File: src/rtl/clksel_pkg.sv
package clksel_pkg;

  typedef enum logic [1:0] {
    PH_QUOT  = 2'd0,
    PH_CHECK = 2'd1,
    PH_FINAL = 2'd2
  } phase_e;

  typedef enum logic [1:0] {
    ST_IDLE   = 2'd0,
    ST_ISSUE  = 2'd1,
    ST_WAIT   = 2'd2,
    ST_COMMIT = 2'd3
  } state_e;

  typedef struct packed {
    logic   loadTarget;
    logic   divGo;
    logic   capture;
    logic   commit;
    logic   refSel;
    phase_e phase;
  } ctrl_strobes_t;

  localparam int unsigned NUM_STEPS = 6;
  localparam int unsigned STEP_W    = $clog2(NUM_STEPS);

endpackage

File: src/rtl/clksel_shift_divider.sv
module clksel_shift_divider #(
  parameter int unsigned W = 32
) (
  input  logic         clk,
  input  logic         rstN,
  input  logic         go,
  input  logic [W-1:0] dividend,
  input  logic [W-1:0] divisor,
  output logic [W-1:0] quotient,
  output logic         done
);
  localparam int unsigned CNT_W = $clog2(W + 1);

  logic [W-1:0] remR;
  logic [W-1:0] quoR;
  logic [W-1:0] divisorR;
  logic [CNT_W-1:0] cntR;
  logic runningR;
  logic doneR;

  logic [W:0]   trial;
  logic         fits;
  logic [W-1:0] diffLow;

  assign trial   = {remR, quoR[W-1]};
  assign fits    = trial >= {1'b0, divisorR};
  assign diffLow = trial[W-1:0] - divisorR;

  always_ff @(posedge clk or negedge rstN) begin
    if (!rstN) begin
      remR     <= '0;
      quoR     <= '0;
      divisorR <= '0;
      cntR     <= '0;
      runningR <= 1'b0;
      doneR    <= 1'b0;
    end else begin
      doneR <= 1'b0;
      if (go) begin
        remR     <= '0;
        quoR     <= dividend;
        divisorR <= divisor;
        cntR     <= CNT_W'(W);
        runningR <= 1'b1;
      end else if (runningR) begin
        remR <= fits ? diffLow : trial[W-1:0];
        quoR <= {quoR[W-2:0], fits};
        cntR <= cntR - 1'b1;
        if (cntR == CNT_W'(1)) begin
          runningR <= 1'b0;
          doneR    <= 1'b1;
        end
      end
    end
  end

  assign quotient = quoR;
  assign done     = doneR;

  // a finished division leaves a remainder below the divisor
  a_r2_remainder_bound: assert property (@(posedge clk) disable iff (!rstN)
    doneR |-> (remR < divisorR));

  // no new operands are accepted while a division runs
  a_r2_no_overlap: assert property (@(posedge clk) disable iff (!rstN)
    go |-> !runningR);

endmodule

File: src/rtl/clksel_datapath.sv
module clksel_datapath
  import clksel_pkg::*;
#(
  parameter int unsigned FREQ_W      = 32,
  parameter int unsigned DIV_W       = 10,
  parameter int unsigned REF_SLOW_HZ = 20_000_000,
  parameter int unsigned REF_FAST_HZ = 24_000_000,
  parameter int unsigned RESET_DIV   = 61
) (
  input  logic              clk,
  input  logic              rstN,
  input  ctrl_strobes_t     strb,
  input  logic [FREQ_W-1:0] targetIn,
  output logic              targetInZero,
  output logic              divDone,
  output logic [DIV_W-1:0]  divField,
  output logic              fastSel
);
  localparam logic [FREQ_W-1:0] SLOW_REF = FREQ_W'(REF_SLOW_HZ);
  localparam logic [FREQ_W-1:0] FAST_REF = FREQ_W'(REF_FAST_HZ);
  localparam logic [DIV_W-1:0]  DIV_RST  = DIV_W'(RESET_DIV);
  localparam int unsigned       NUM_REFS = 2;

  logic [FREQ_W-1:0] targetR;
  logic [FREQ_W-1:0] opDividend;
  logic [FREQ_W-1:0] opDivisor;
  logic [FREQ_W-1:0] quot;
  logic [FREQ_W-1:0] candSlow;
  logic [FREQ_W-1:0] candFast;
  logic [FREQ_W-1:0] freqSlow;
  logic [FREQ_W-1:0] freqFast;

  assign targetInZero = (targetIn == '0);

  always_ff @(posedge clk or negedge rstN) begin
    if (!rstN)                targetR <= '0;
    else if (strb.loadTarget) targetR <= targetIn;
  end

  for (genvar r = 0; r < NUM_REFS; r++) begin : g_ref
    logic [FREQ_W-1:0] qCand;
    logic [FREQ_W-1:0] gFreq;
    logic              mine;

    assign mine = strb.capture && (strb.refSel == 1'(r));

    always_ff @(posedge clk or negedge rstN) begin
      if (!rstN) begin
        qCand <= FREQ_W'(1);
        gFreq <= '0;
      end else if (mine) begin
        case (strb.phase)
          PH_QUOT:  qCand <= (quot == '0) ? FREQ_W'(1) : quot;
          PH_CHECK: if (quot > targetR) qCand <= qCand + 1'b1;
          PH_FINAL: gFreq <= quot;
          default:  ;
        endcase
      end
    end

    // the candidate divider never becomes zero
    a_r2_min_one: assert property (@(posedge clk) disable iff (!rstN)
      (mine && strb.phase == PH_QUOT) |=> (qCand != '0));
  end

  assign candSlow = g_ref[0].qCand;
  assign candFast = g_ref[1].qCand;
  assign freqSlow = g_ref[0].gFreq;
  assign freqFast = g_ref[1].gFreq;

  assign opDividend = strb.refSel ? FAST_REF : SLOW_REF;
  assign opDivisor  = (strb.phase == PH_QUOT) ? targetR
                    : (strb.refSel ? candFast : candSlow);

  clksel_shift_divider #(.W(FREQ_W)) u_div (
    .clk      (clk),
    .rstN     (rstN),
    .go       (strb.divGo),
    .dividend (opDividend),
    .divisor  (opDivisor),
    .quotient (quot),
    .done     (divDone)
  );

  always_ff @(posedge clk or negedge rstN) begin
    if (!rstN) begin
      divField <= DIV_RST;
      fastSel  <= 1'b0;
    end else if (strb.commit) begin
      if (targetR == '0) begin
        divField <= '0;
      end else if (freqSlow > freqFast) begin
        divField <= candSlow[DIV_W-1:0];
        fastSel  <= 1'b0;
      end else begin
        divField <= candFast[DIV_W-1:0];
        fastSel  <= 1'b1;
      end
    end
  end

  // a zero request stops the clock and keeps the reference choice
  a_r4_zero_stop: assert property (@(posedge clk) disable iff (!rstN)
    (strb.commit && targetR == '0) |=> (divField == '0 && $stable(fastSel)));

  // equal outputs resolve to the fast reference
  a_r3_tie_fast: assert property (@(posedge clk) disable iff (!rstN)
    (strb.commit && targetR != '0 && freqSlow == freqFast) |=> fastSel);

  // a strictly faster slow result selects the slow reference
  a_r3_slow_wins: assert property (@(posedge clk) disable iff (!rstN)
    (strb.commit && targetR != '0 && freqSlow > freqFast) |=> !fastSel);

endmodule

File: src/rtl/clksel_ctrl.sv
module clksel_ctrl
  import clksel_pkg::*;
(
  input  logic          clk,
  input  logic          rstN,
  input  logic          startStb,
  input  logic          targetInZero,
  input  logic          divDone,
  output ctrl_strobes_t strb,
  output logic          busy,
  output logic          done
);
  localparam logic [STEP_W-1:0] LAST_STEP = STEP_W'(NUM_STEPS - 1);

  state_e            stateR, stateNxt;
  logic [STEP_W-1:0] stepR;
  logic              doneR;

  function automatic logic stepRef(input logic [STEP_W-1:0] s);
    case (s)
      STEP_W'(2), STEP_W'(3), STEP_W'(5): stepRef = 1'b1;
      default:                            stepRef = 1'b0;
    endcase
  endfunction

  function automatic phase_e stepPhase(input logic [STEP_W-1:0] s);
    case (s)
      STEP_W'(0), STEP_W'(2): stepPhase = PH_QUOT;
      STEP_W'(1), STEP_W'(3): stepPhase = PH_CHECK;
      default:                stepPhase = PH_FINAL;
    endcase
  endfunction

  always_comb begin
    strb        = '0;
    strb.refSel = stepRef(stepR);
    strb.phase  = stepPhase(stepR);
    stateNxt    = stateR;
    case (stateR)
      ST_IDLE: begin
        if (startStb) begin
          strb.loadTarget = 1'b1;
          stateNxt        = targetInZero ? ST_COMMIT : ST_ISSUE;
        end
      end
      ST_ISSUE: begin
        strb.divGo = 1'b1;
        stateNxt   = ST_WAIT;
      end
      ST_WAIT: begin
        if (divDone) begin
          strb.capture = 1'b1;
          stateNxt     = (stepR == LAST_STEP) ? ST_COMMIT : ST_ISSUE;
        end
      end
      ST_COMMIT: begin
        strb.commit = 1'b1;
        stateNxt    = ST_IDLE;
      end
      default: stateNxt = ST_IDLE;
    endcase
  end

  always_ff @(posedge clk or negedge rstN) begin
    if (!rstN) begin
      stateR <= ST_IDLE;
      stepR  <= '0;
      doneR  <= 1'b0;
    end else begin
      stateR <= stateNxt;
      doneR  <= (stateR == ST_COMMIT);
      if (stateR == ST_IDLE && startStb)
        stepR <= '0;
      else if (stateR == ST_WAIT && divDone && stepR != LAST_STEP)
        stepR <= stepR + 1'b1;
    end
  end

  assign busy = (stateR != ST_IDLE);
  assign done = doneR;

  // each division is launched for exactly one cycle
  a_r6_go_single: assert property (@(posedge clk) disable iff (!rstN)
    strb.divGo |=> !strb.divGo);

  // a start seen while busy does not reload the target
  a_r7_no_reload: assert property (@(posedge clk) disable iff (!rstN)
    (busy && startStb) |-> !strb.loadTarget);

endmodule

File: src/rtl/card_clk_selector.sv
module card_clk_selector
  import clksel_pkg::*;
#(
  parameter int unsigned FREQ_W      = 32,
  parameter int unsigned DIV_W       = 10,
  parameter int unsigned REF_SLOW_HZ = 20_000_000,
  parameter int unsigned REF_FAST_HZ = 24_000_000,
  parameter int unsigned RESET_DIV   = 61
) (
  input  logic              clk,
  input  logic              rstN,
  input  logic              startStb,
  input  logic [FREQ_W-1:0] targetHz,
  output logic [DIV_W-1:0]  divField,
  output logic              fastSel,
  output logic              busy,
  output logic              done
);
  ctrl_strobes_t strb;
  logic          targetInZero;
  logic          divDone;

  clksel_ctrl u_ctrl (
    .clk          (clk),
    .rstN         (rstN),
    .startStb     (startStb),
    .targetInZero (targetInZero),
    .divDone      (divDone),
    .strb         (strb),
    .busy         (busy),
    .done         (done)
  );

  clksel_datapath #(
    .FREQ_W      (FREQ_W),
    .DIV_W       (DIV_W),
    .REF_SLOW_HZ (REF_SLOW_HZ),
    .REF_FAST_HZ (REF_FAST_HZ),
    .RESET_DIV   (RESET_DIV)
  ) u_dp (
    .clk          (clk),
    .rstN         (rstN),
    .strb         (strb),
    .targetIn     (targetHz),
    .targetInZero (targetInZero),
    .divDone      (divDone),
    .divField     (divField),
    .fastSel      (fastSel)
  );

  // done lasts one cycle
  a_r6_done_pulse: assert property (@(posedge clk) disable iff (!rstN)
    done |=> !done);

  // done marks the first idle cycle after a busy stretch
  a_r6_done_ends_busy: assert property (@(posedge clk) disable iff (!rstN)
    done |-> (!busy && $past(busy)));

  // the setting is frozen while busy, except at the completing edge
  a_r8_hold_while_busy: assert property (@(posedge clk) disable iff (!rstN)
    busy |=> (done || ($stable(divField) && $stable(fastSel))));

  // a start during busy neither ends nor restarts the request early
  a_r7_start_ignored: assert property (@(posedge clk) disable iff (!rstN)
    (busy && startStb) |=> (busy || done));

endmodule

File: config.mk
export PLATFORM = sky130hd
export DESIGN_NAME = card_clk_selector
export DESIGN_NICKNAME = d
export VERILOG_FILES = /design/src/rtl/clksel_pkg.sv /design/src/rtl/clksel_shift_divider.sv /design/src/rtl/clksel_datapath.sv /design/src/rtl/clksel_ctrl.sv /design/src/rtl/card_clk_selector.sv
export SDC_FILE = /design/constraint.sdc
export NUM_CORES = 1
export LEC_CHECK = 0
export BUFFER_PORTS_ARGS = -buffer_cell sky130_fd_sc_hd__buf_2
export CORE_UTILIZATION = 65
export CTS_BUF_LIST = sky130_fd_sc_hd__clkbuf_8
export DETAILED_ROUTE_END_ITERATION = 6
export PLACE_DENSITY = 0.91
export SLEW_MARGIN = 20
export SYNTH_ARGS = -nofsm -noshare
export SYNTH_HDL_FRONTEND = slang
export SYNTH_SLANG_ARGS = --single-unit
File: constraint.sdc
create_clock -name clk -period 3.2 [get_ports clk]
set_clock_uncertainty 0.05 [all_clocks]
set_input_delay 0.16 -clock clk [delete_from_list [all_inputs] [get_ports clk]]
set_output_delay 0.16 -clock clk [all_outputs]
set_load 0.02 [all_outputs]
==> run summary, run 1 <==
The flow ran to the end, but the final reports show violations. The final reports fail on DRC. The detail route stage leaves a number of antenna-violating nets equal to 0. After legalization and detailed placement, the total HPWL measured 32,600 µm.

The die extent in y was 162 µm; the number of antenna violations at the first check in global routing was 4. The final number of setup-violating endpoints was 0; the final net count was 2,067. By area the synthesized netlist is led by sky130_fd_sc_hd__dfrtp_1 (41%), sky130_fd_sc_hd__ha_1 (7.9%), sky130_fd_sc_hd__a21oi_1 (5.8%), sky130_fd_sc_hd__o21ai_0 (5.5%), sky130_fd_sc_hd__mux2i_1 (4.9%).

VDD sags by at most 1.02 mV. The count of cells along the worst register-to-register path was 12. The post-layout minimum cycle time was 3.12 ns; the global-route wire length before repair was 77,700 µm. The fraction of the cycle the final worst path needs is 0.975. Wire segments on met2 add up to 22,500 µm in the final route.

The post-detailed-route wirelength per cell was 21.2 µm; the leakage power summed over all cells was 8.87 nW. The logs give 2,291 for the post-route non-filler standard cell count and 46 for the total CTS buffers. The via count of the first global-routing pass was 15,075; the count of cell types in the netlist was 73. The share of synthesized cell area in full adder, half adder and majority cells works out to 0.0803. The floorplan core area is 25,100 µm², and the number of nets produced by synthesis is 1,962. The detailed-routing wirelength on met1 was 18,200 µm; the xor and xnor area share after synthesis was 0.0153. Power spread over the standard cell area amounts to 1050 nW/µm². The tools report the cell count after synthesis as 1,821. The critical path arrival is 3.56 ns, and the synthesis-stage register bit count is 281. After detailed routing, the number of vias per cell comes to 6.70. The share of synthesized area spent on multiplexers came out at 0.0915. Dominant cell type by area after synthesis: sky130_fd_sc_hd__dfrtp_1. The layout overhead on the synthesized area came out at 13.3%. Sorting the synthesized cells by how often they occur yields sky130_fd_sc_hd__dfrtp_1 (274), sky130_fd_sc_hd__a21oi_1 (193), sky130_fd_sc_hd__o21ai_0 (181). The relative slew slack was 0.405; the maximum clock frequency was 320 MHz. The fraction of final layout cells with drive strength greater than 1 was 0.145; the average instance area after synthesis was 9.12 µm². The floorplan has 58 rows. The clock insertion delay at the later pin of the skew report came out at 0.58 ns. Most used flip-flop cell after synthesis: sky130_fd_sc_hd__dfrtp_1. The run gives 0 as the final count of pins violating max slew. The die is 162 µm wide. Total congestion overflow: 0. Counting tap cells, the placed design contains a total of 2,173 instances.

STA classifies the critical path startpoint as a flip-flop. The synthesized-area fraction occupied by and/or/nand/nor cells works out to 0.132. The worst-margin pin slew was 0.883 ns.

The tools report the count of pins on the block boundary as 48. The min-delay analysis places its worst path in the category input pin to asynchronous set/reset pin. The number of max-cap violations is 0, and the number of sinks handled by clock tree synthesis is 281. The worst setup path category is flip-flop to flip-flop.

The final route contains 15,347 vias. Area fraction in compound gates after synthesis: 0.206. The floorplan step defined a die boundary enclosing 26,200 µm². Register area share after synthesis: 0.424.

After detailed routing, the total wire length is 48,600 µm. During synthesis, Yosys emitted a total of 0 warnings. The fraction of post-synthesis cell area in the top cell type by area was 0.413. The first routing iteration left 1,994 violations. The number of buffers added on ports works out to 47. The hold violation count in the final report came out at 0. Entering global routing, the biggest net connects 102 pins.

For this run, the detailed router's first-pass iteration total came to 7. CTS placed an instance of sky130_fd_sc_hd__clkbuf_8 at the clock tree root. Prior to clock tree synthesis, the placed netlist has a worst setup slack of 0.107 ns.

In this run the top signal layer used is met5. TritonCTS built the clock tree. The run gives 0.662 as the starting utilization of the core area.

Final hold analysis gives a worst-case slack of 0.168 ns. The most frequently used cell type in the post-synthesis netlist is sky130_fd_sc_hd__dfrtp_1. After detailed routing, the number of remaining DRC violations is 17. With fillers left out, the area of the finished cells amounts to 18,800 µm². Setup slack on the critical path of the routed design comes to 0.0789 ns. The main combinational cell family by area after synthesis was compound AO/OA/AOI/OAI gates.

The tools report the number of fillers in the final layout as 1,637. The longest clock path from root to sink contains 3 buffers. In this run the worst path has a maximum fanout of 25. The tools report the combined global-route utilization of all metal layers as 0.377.

The share of async-settable or async-resettable flops after synthesis came out at 1.00. The synthesized design contains 0 enable-type register cells. At the end of routability-driven placement, the weighted congestion stood at 0.965. The synthesized netlist occupies a cell area of 16,600 µm². STA classifies the critical path endpoint as a flip-flop. The placed instances occupy a cell area of 17,600 µm². The H-tree depth reported by CTS was 2; the required arrival time at the worst endpoint was 3.63 ns.

Detailed routing placed a total of 5190 µm of wire on met3. Clock-pin slew was measured on the worst setup and hold paths at 0.06 ns.
[metrics by stage]
stage / TNS [ns] / util / power, mW
after floorplan: 0 / - / 13.1
after global placement: 0 / 0.699 / 15.6
after detailed placement: 0 / 0.699 / 16.2
after CTS: 0 / 0.749 / 19.4
after global routing: -0.000193 / 0.750 / 21.1
final: 0 / 0.750 / 19.8
[layer usage]
| layer | vias to the layer above | GRT usage |
|---|---|---|
| met2 | 938 | 0.603 |
| met5 | - | 0 |
| met4 | 4 | 0.207 |
| met1 | 7364 | 0.466 |
| li1 | 6784 | - |
| met3 | 257 | 0.0986 |
[worst max-delay path, cell delays in order, from the launching register on]
cell	delay, ns
sky130_fd_sc_hd__dfrtp_1	0.41
sky130_fd_sc_hd__inv_1	0.12
sky130_fd_sc_hd__ha_1	0.34
sky130_fd_sc_hd__nand4_1	0.17
sky130_fd_sc_hd__nor3_1	0.34
sky130_fd_sc_hd__o21ai_0	0.15
sky130_fd_sc_hd__o211ai_1	0.16
sky130_fd_sc_hd__o211ai_1	0.19
sky130_fd_sc_hd__buf_4	0.18
sky130_fd_sc_hd__nor2_4	0.36
sky130_fd_sc_hd__buf_12	0.22
sky130_fd_sc_hd__o21ai_0	0.12
sky130_fd_sc_hd__a22oi_1	0.21
[path summary, 6_finish.rpt]
check,startpoint,endpoint,slack (ns)
worst min-delay path,rstN,u_dp.u_div.remR[23]$_DFFE_PN0P_,0.17
min in group clk,targetHz[21],u_dp.targetR[21]$_DFFE_PN0P_,0.30
max in group asynchronous,rstN,u_dp.freqSlow[26]$_DFFE_PN0P_,1.97
worst min register to register,u_dp.divField[2]$_DFFE_PN1P_,u_dp.divField[2]$_DFFE_PN1P_,0.44
worst max register to register,u_dp.targetR[6]$_DFFE_PN0P_,u_dp.candSlow[7]$_DFFE_PN0P_,0.08
worst max-delay path,u_dp.targetR[6]$_DFFE_PN0P_,u_dp.candSlow[7]$_DFFE_PN0P_,0.08
[flip-flops by register name, summed over array words and instances, names as in the netlist]
register	count
u_ctrl.stepR	3
u_dp.u_div.quotient	32
u_dp.candFast	32
u_dp.fastSel	1
u_dp.divField	10
u_dp.candSlow	32
u_dp.u_div.remR	32
u_ctrl.done	1
u_dp.targetR	32
u_dp.u_div.cntR	6
u_dp.freqFast	32
u_dp.freqSlow	32
u_dp.u_div.runningR	1
u_dp.u_div.divisorR	32
u_ctrl.stateR	2
u_dp.u_div.done	1
[layout make-up]
cell class                 instances  area [µm²]  area share
sequential                       281        7040       0.374
multi-input combinational       1321        8780       0.466
clock inverter                    23         103     0.00545
inverter                         122         458      0.0243
clock buffer                      58         798      0.0424
antenna                            2        5.00    0.000266
tap                              330         413      0.0219
timing repair buffer             154        1220      0.0651
[kinds of logic (layout without fill, tap and decap cells)]
| kind of cell | after synthesis | count (layout) |
|---|---|---|
| AOI/OAI and AO/OA | 575 | 575 |
| and+or+nand+nor | 467 | 467 |
| DFF | 281 | 281 |
| buffers and inverters | 219 | 357 |
| muxes | 144 | 144 |
| adders and majority gates | 106 | 106 |
| xor gates and xnor gates | 29 | 29 |
| other | 0 | 2 |
[power breakdown]
| part | total (mW) | internal, mW | switching [mW] |
|---|---|---|---|
| clock network | 3.10 | 1.62 | 1.48 |
| registers | 5.82 | 4.75 | 1.07 |
| logic | 10.9 | 4.48 | 6.45 |
[cells in the final DEF (no fill, tap or decap), types with 63 or more instances in the layout]
cell,instances
sky130_fd_sc_hd__mux2i_1,81
sky130_fd_sc_hd__nor2_1,107
sky130_fd_sc_hd__a21oi_1,191
sky130_fd_sc_hd__mux2_2,63
sky130_fd_sc_hd__dfrtp_1,273
sky130_fd_sc_hd__inv_1,138
sky130_fd_sc_hd__ha_1,105
sky130_fd_sc_hd__nand2_1,175
sky130_fd_sc_hd__o21ai_0,180
sky130_fd_sc_hd__buf_4,65
[what timing repair did]
action,4_1_cts,5_1_grt
gates resized for setup,0,5
setup buffers,0,1
endpoints found under the setup margin,0,24
hold endpoints to repair,125,0
hold buffers,34,0
Power figures use the tool's default switching activity.
==> run 2, diff against run 1 <==
ABC_AREA = 1   (was not set)
PLACE_DENSITY = 0.9   (was 0.91)
==> run summary, run 2 <==
The number of buffers added on ports was 47; the maximum fanout along the worst path was 11. Setup violations remaining at the end of the flow were counted as 0. In this run, post-CTS repair resized a total of 0 instances. The most common library cell in the layout ignoring fill and taps is sky130_fd_sc_hd__nand2_1. Maximum number of pins on one net before global-route repair: 100. Grouping stages by cell kind, the critical path spends the most delay in simple AND/OR/NAND/NOR gates. By area, the combinational part of the netlist is dominated by simple AND/OR/NAND/NOR gates. The run gives 50 as the total CTS buffers.

STA classifies the critical path endpoint as a flip-flop. The cell seen most often among critical-path stages was sky130_fd_sc_hd__nand2_1. The H-tree depth reported by CTS is 2, and the netlist area before placement is 18,500 µm². Derived from the worst setup path, the maximum achievable clock frequency is 351 MHz.

In this run the clock root is driven by a sky130_fd_sc_hd__clkbuf_8. In the synthesized netlist, the number of instances is 2,614. Summed over all failing endpoints, the final setup total negative slack is 0 ns.

The fraction of post-synthesis cell area in the top cell type by area was 0.371; the starting utilization of the core area was 0.663. Ranked by instance count, the synthesized netlist is headed by sky130_fd_sc_hd__nand2_1 (877), sky130_fd_sc_hd__inv_1 (348), sky130_fd_sc_hd__dfrtp_1 (274). After floorplanning, the core was divided into 61 placement rows. The synthesized netlist contains 50 unique library cells.

The die is 171 µm tall. The core region is 27,900 µm². The hold violation count in the final report was 0. The detail route stage leaves a number of antenna-violating nets equal to 0. Average instance area after synthesis: 7.07 µm². The worst setup path is of the flip-flop to flip-flop kind. The worst-case IR drop observed on VDD is 1.02 mV.

For this design the static power due to leakage is 10.6 nW. Sorting the synthesized cells by area gives the leading types as sky130_fd_sc_hd__dfrtp_1 (37%), sky130_fd_sc_hd__nand2_1 (18%), sky130_fd_sc_hd__ha_1 (7.1%), sky130_fd_sc_hd__inv_1 (7.1%), sky130_fd_sc_hd__nand3_1 (4.6%). sky130_fd_sc_hd__nand2_1 is the most common cell in the netlist. The launch point of the worst path was u_dp.freqFast[7]$_DFFE_PN0P_. After the first detailed-routing iteration, the DRC count stood at 2,939. From synthesis to final layout, the design area changed by 10.6%. The later pin in the worst-skew pair is clocked with a latency of 0.63 ns. The total congestion overflow is 0, and the die extent in x is 171 µm. The synthesized-area fraction occupied by and/or/nand/nor cells was 0.311. The placed instances occupy a cell area of 19,000 µm². Detailed placement finished with a half-perimeter wire length of 44,600 µm. The relative slew slack came out at 0.286.

The number of antenna violations at the first check in global routing is 3, and the peak per-stage delay on the critical path is 0.48 ns. Routability-driven placement finished with a final weighted congestion of 0.990. The slowest stage of the critical path is the sky130_fd_sc_hd__nand2_1 cell.

The share of synthesized area spent on multiplexers was 0; the area fraction in compound gates after synthesis was 0.111. The tools report the number of nets produced by synthesis as 2,755. The final net count is 2,821. The nature of the critical path startpoint was a flip-flop. Counting tap cells, the placed design contains a total of 2,971 instances.

Across the run, the number of max-cap violations was 0. In this run the worst hold path is classified as input pin to asynchronous set/reset pin. The share of async-settable or async-resettable flops after synthesis was 1.00; the global-route wire length before repair was 100,000 µm.

The finished cells cover 20,400 µm². The dominant cell type by area after synthesis was sky130_fd_sc_hd__dfrtp_1. The fraction of the cycle the final worst path needs was 0.889; the required arrival time at the worst endpoint was 3.70 ns. During synthesis, Yosys emitted a total of 0 warnings. The die covers 29,100 µm².

Summing over every cut layer, the via total after detailed routing is 19,120. The via count of the first global-routing pass is 18,562, and the maximum count of clock buffers along a single path is 3. The share of synthesized cell area in full adder, half adder and majority cells is 0.0722, and the critical path arrival is 3.35 ns. TritonCTS built the clock tree. The logs give 48 for the count of pins on the block boundary and 7 for the first-pass detailed-route iteration total. The tools report the total detailed-routing wirelength as 64,700 µm. In the synthesized netlist the dominant register cell turns out to be sky130_fd_sc_hd__dfrtp_1. The post-detailed-route wirelength per cell came out at 20.9 µm. Buffers plus inverters on the worst setup path: 1. The count of cells in the finished layout, fillers not included, comes to 3,102.

The number of sinks handled by clock tree synthesis came out at 281. The critical path goes through inv_1 > ha_1 > nand2_1 > nor2_1 > nand2_1 > nand2_1 > nand2_1 > nand2_1 > nand2_1 > nand2_1 > nand2_1 > nand2_1 > nand3_1 > nand2_1. Setup repair after global routing left no endpoint under its margin. After clock tree synthesis, the clock-pin slew on the worst setup and hold paths is 0.07 ns. The run gives 20.4 mW as the post-layout total power.

The run gives 0.452 as the combined global-route utilization of all metal layers. The fraction of final layout cells with drive strength greater than 1 was 0.0786. In the layout the commonest cells are sky130_fd_sc_hd__nand2_1 (874), sky130_fd_sc_hd__inv_1 (357), sky130_fd_sc_hd__dfrtp_1 (274). The power density normalized to cell area came out at 996 nW/µm². Final hold analysis gives a worst-case slack of 0.0550 ns. The worst-margin pin slew was 1.06 ns; the register area share after synthesis was 0.381.

In the routed layout, each cell is associated on average with a via count of 6.16. The xor and xnor area share after synthesis was 0.0246. The final count of pins violating max slew is 0, and the number of fillers in the final layout is 2,092. The run gives 0 as the residual DRC count.

The run finished with clean final reports. The synthesis-stage register bit count works out to 281. The number of flops mapped to enable cells by yosys was 0; the post-layout minimum cycle time was 2.85 ns. In this run the critical register-to-register path is launched from u_dp.freqFast[7]$_DFFE_PN0P_.
-- run 2: cell count changes after synthesis, sizes merged, moves of 25 or more --
cell,delta
nand2,+713
inv,+229
nand3,+147
a21oi,-120
nor2,+82
mux2i,-81
mux2,-63
a21o,-35
nor4,-25
-- run 2: routing by layer --
metal  vias to the layer above  GRT usage  share of wire
met3                       314      0.105           0.12
li1                       8566          -              -
met5                         -          0              0
met4                         0      0.261          0.065
met1                      8879      0.587           0.38
met2                      1361      0.694           0.43
-- run 2: cells by family after synthesis --
group           after synthesis
fa+ha+maj                   106
compound gates              362
flops                       281
xor+xnor                     52
buf+inv                     448
simple gates               1365
-- run 2: layout make-up --
cell class / instances / area [µm²] / area share
clock inverter: 27 / 209 / 0.0102
clock buffer: 66 / 908 / 0.0444
multi-input combinational: 1885 / 9620 / 0.471
inverter: 352 / 1320 / 0.0646
sequential: 281 / 7040 / 0.344
tap: 378 / 473 / 0.0231
antenna: 3 / 7.51 / 0.000367
timing repair buffer: 110 / 856 / 0.0419
-- run 2: what timing repair did --
action,CTS,global route
hold endpoints to repair,121,0
setup buffers,0,0
hold buffers,35,0
-- run 2: per-stage QoR --
stage	worst slack, ns	utilization
floorplan	1.11	-
global placement	0.525	0.681
detailed placement	0.541	0.681
CTS	0.528	0.733
global route	0.324	0.734
finish	0.354	0.734
-- run 2: report_power, final --
| part | switching [mW] | total [mW] | internal (mW) |
|---|---|---|---|
| combinational | 7.29 | 10.8 | 3.48 |
| sequential | 1.17 | 5.85 | 4.68 |
| clock | 1.69 | 3.74 | 2.04 |
| total | 10.2 | 20.4 | 10.2 |
-- run 2: worst paths after layout --
path | depth (start not counted) | slack, ns | endpoint
worst max-delay path | 14 | 0.35 | u_dp.divField[7]$_DFFE_PN0P_
worst min-delay path | 2 | 0.05 | u_dp.u_div.remR[9]$_DFFE_PN0P_
worst max register to register | 14 | 0.35 | u_dp.divField[7]$_DFFE_PN0P_
worst min register to register | 2 | 0.42 | u_dp.candFast[31]$_DFFE_PN0P_
max in group asynchronous | 3 | 1.99 | u_dp.u_div.quotient[31]$_DFFE_PN0P_
min in group clk | 4 | 0.34 | u_dp.targetR[21]$_DFFE_PN0P_
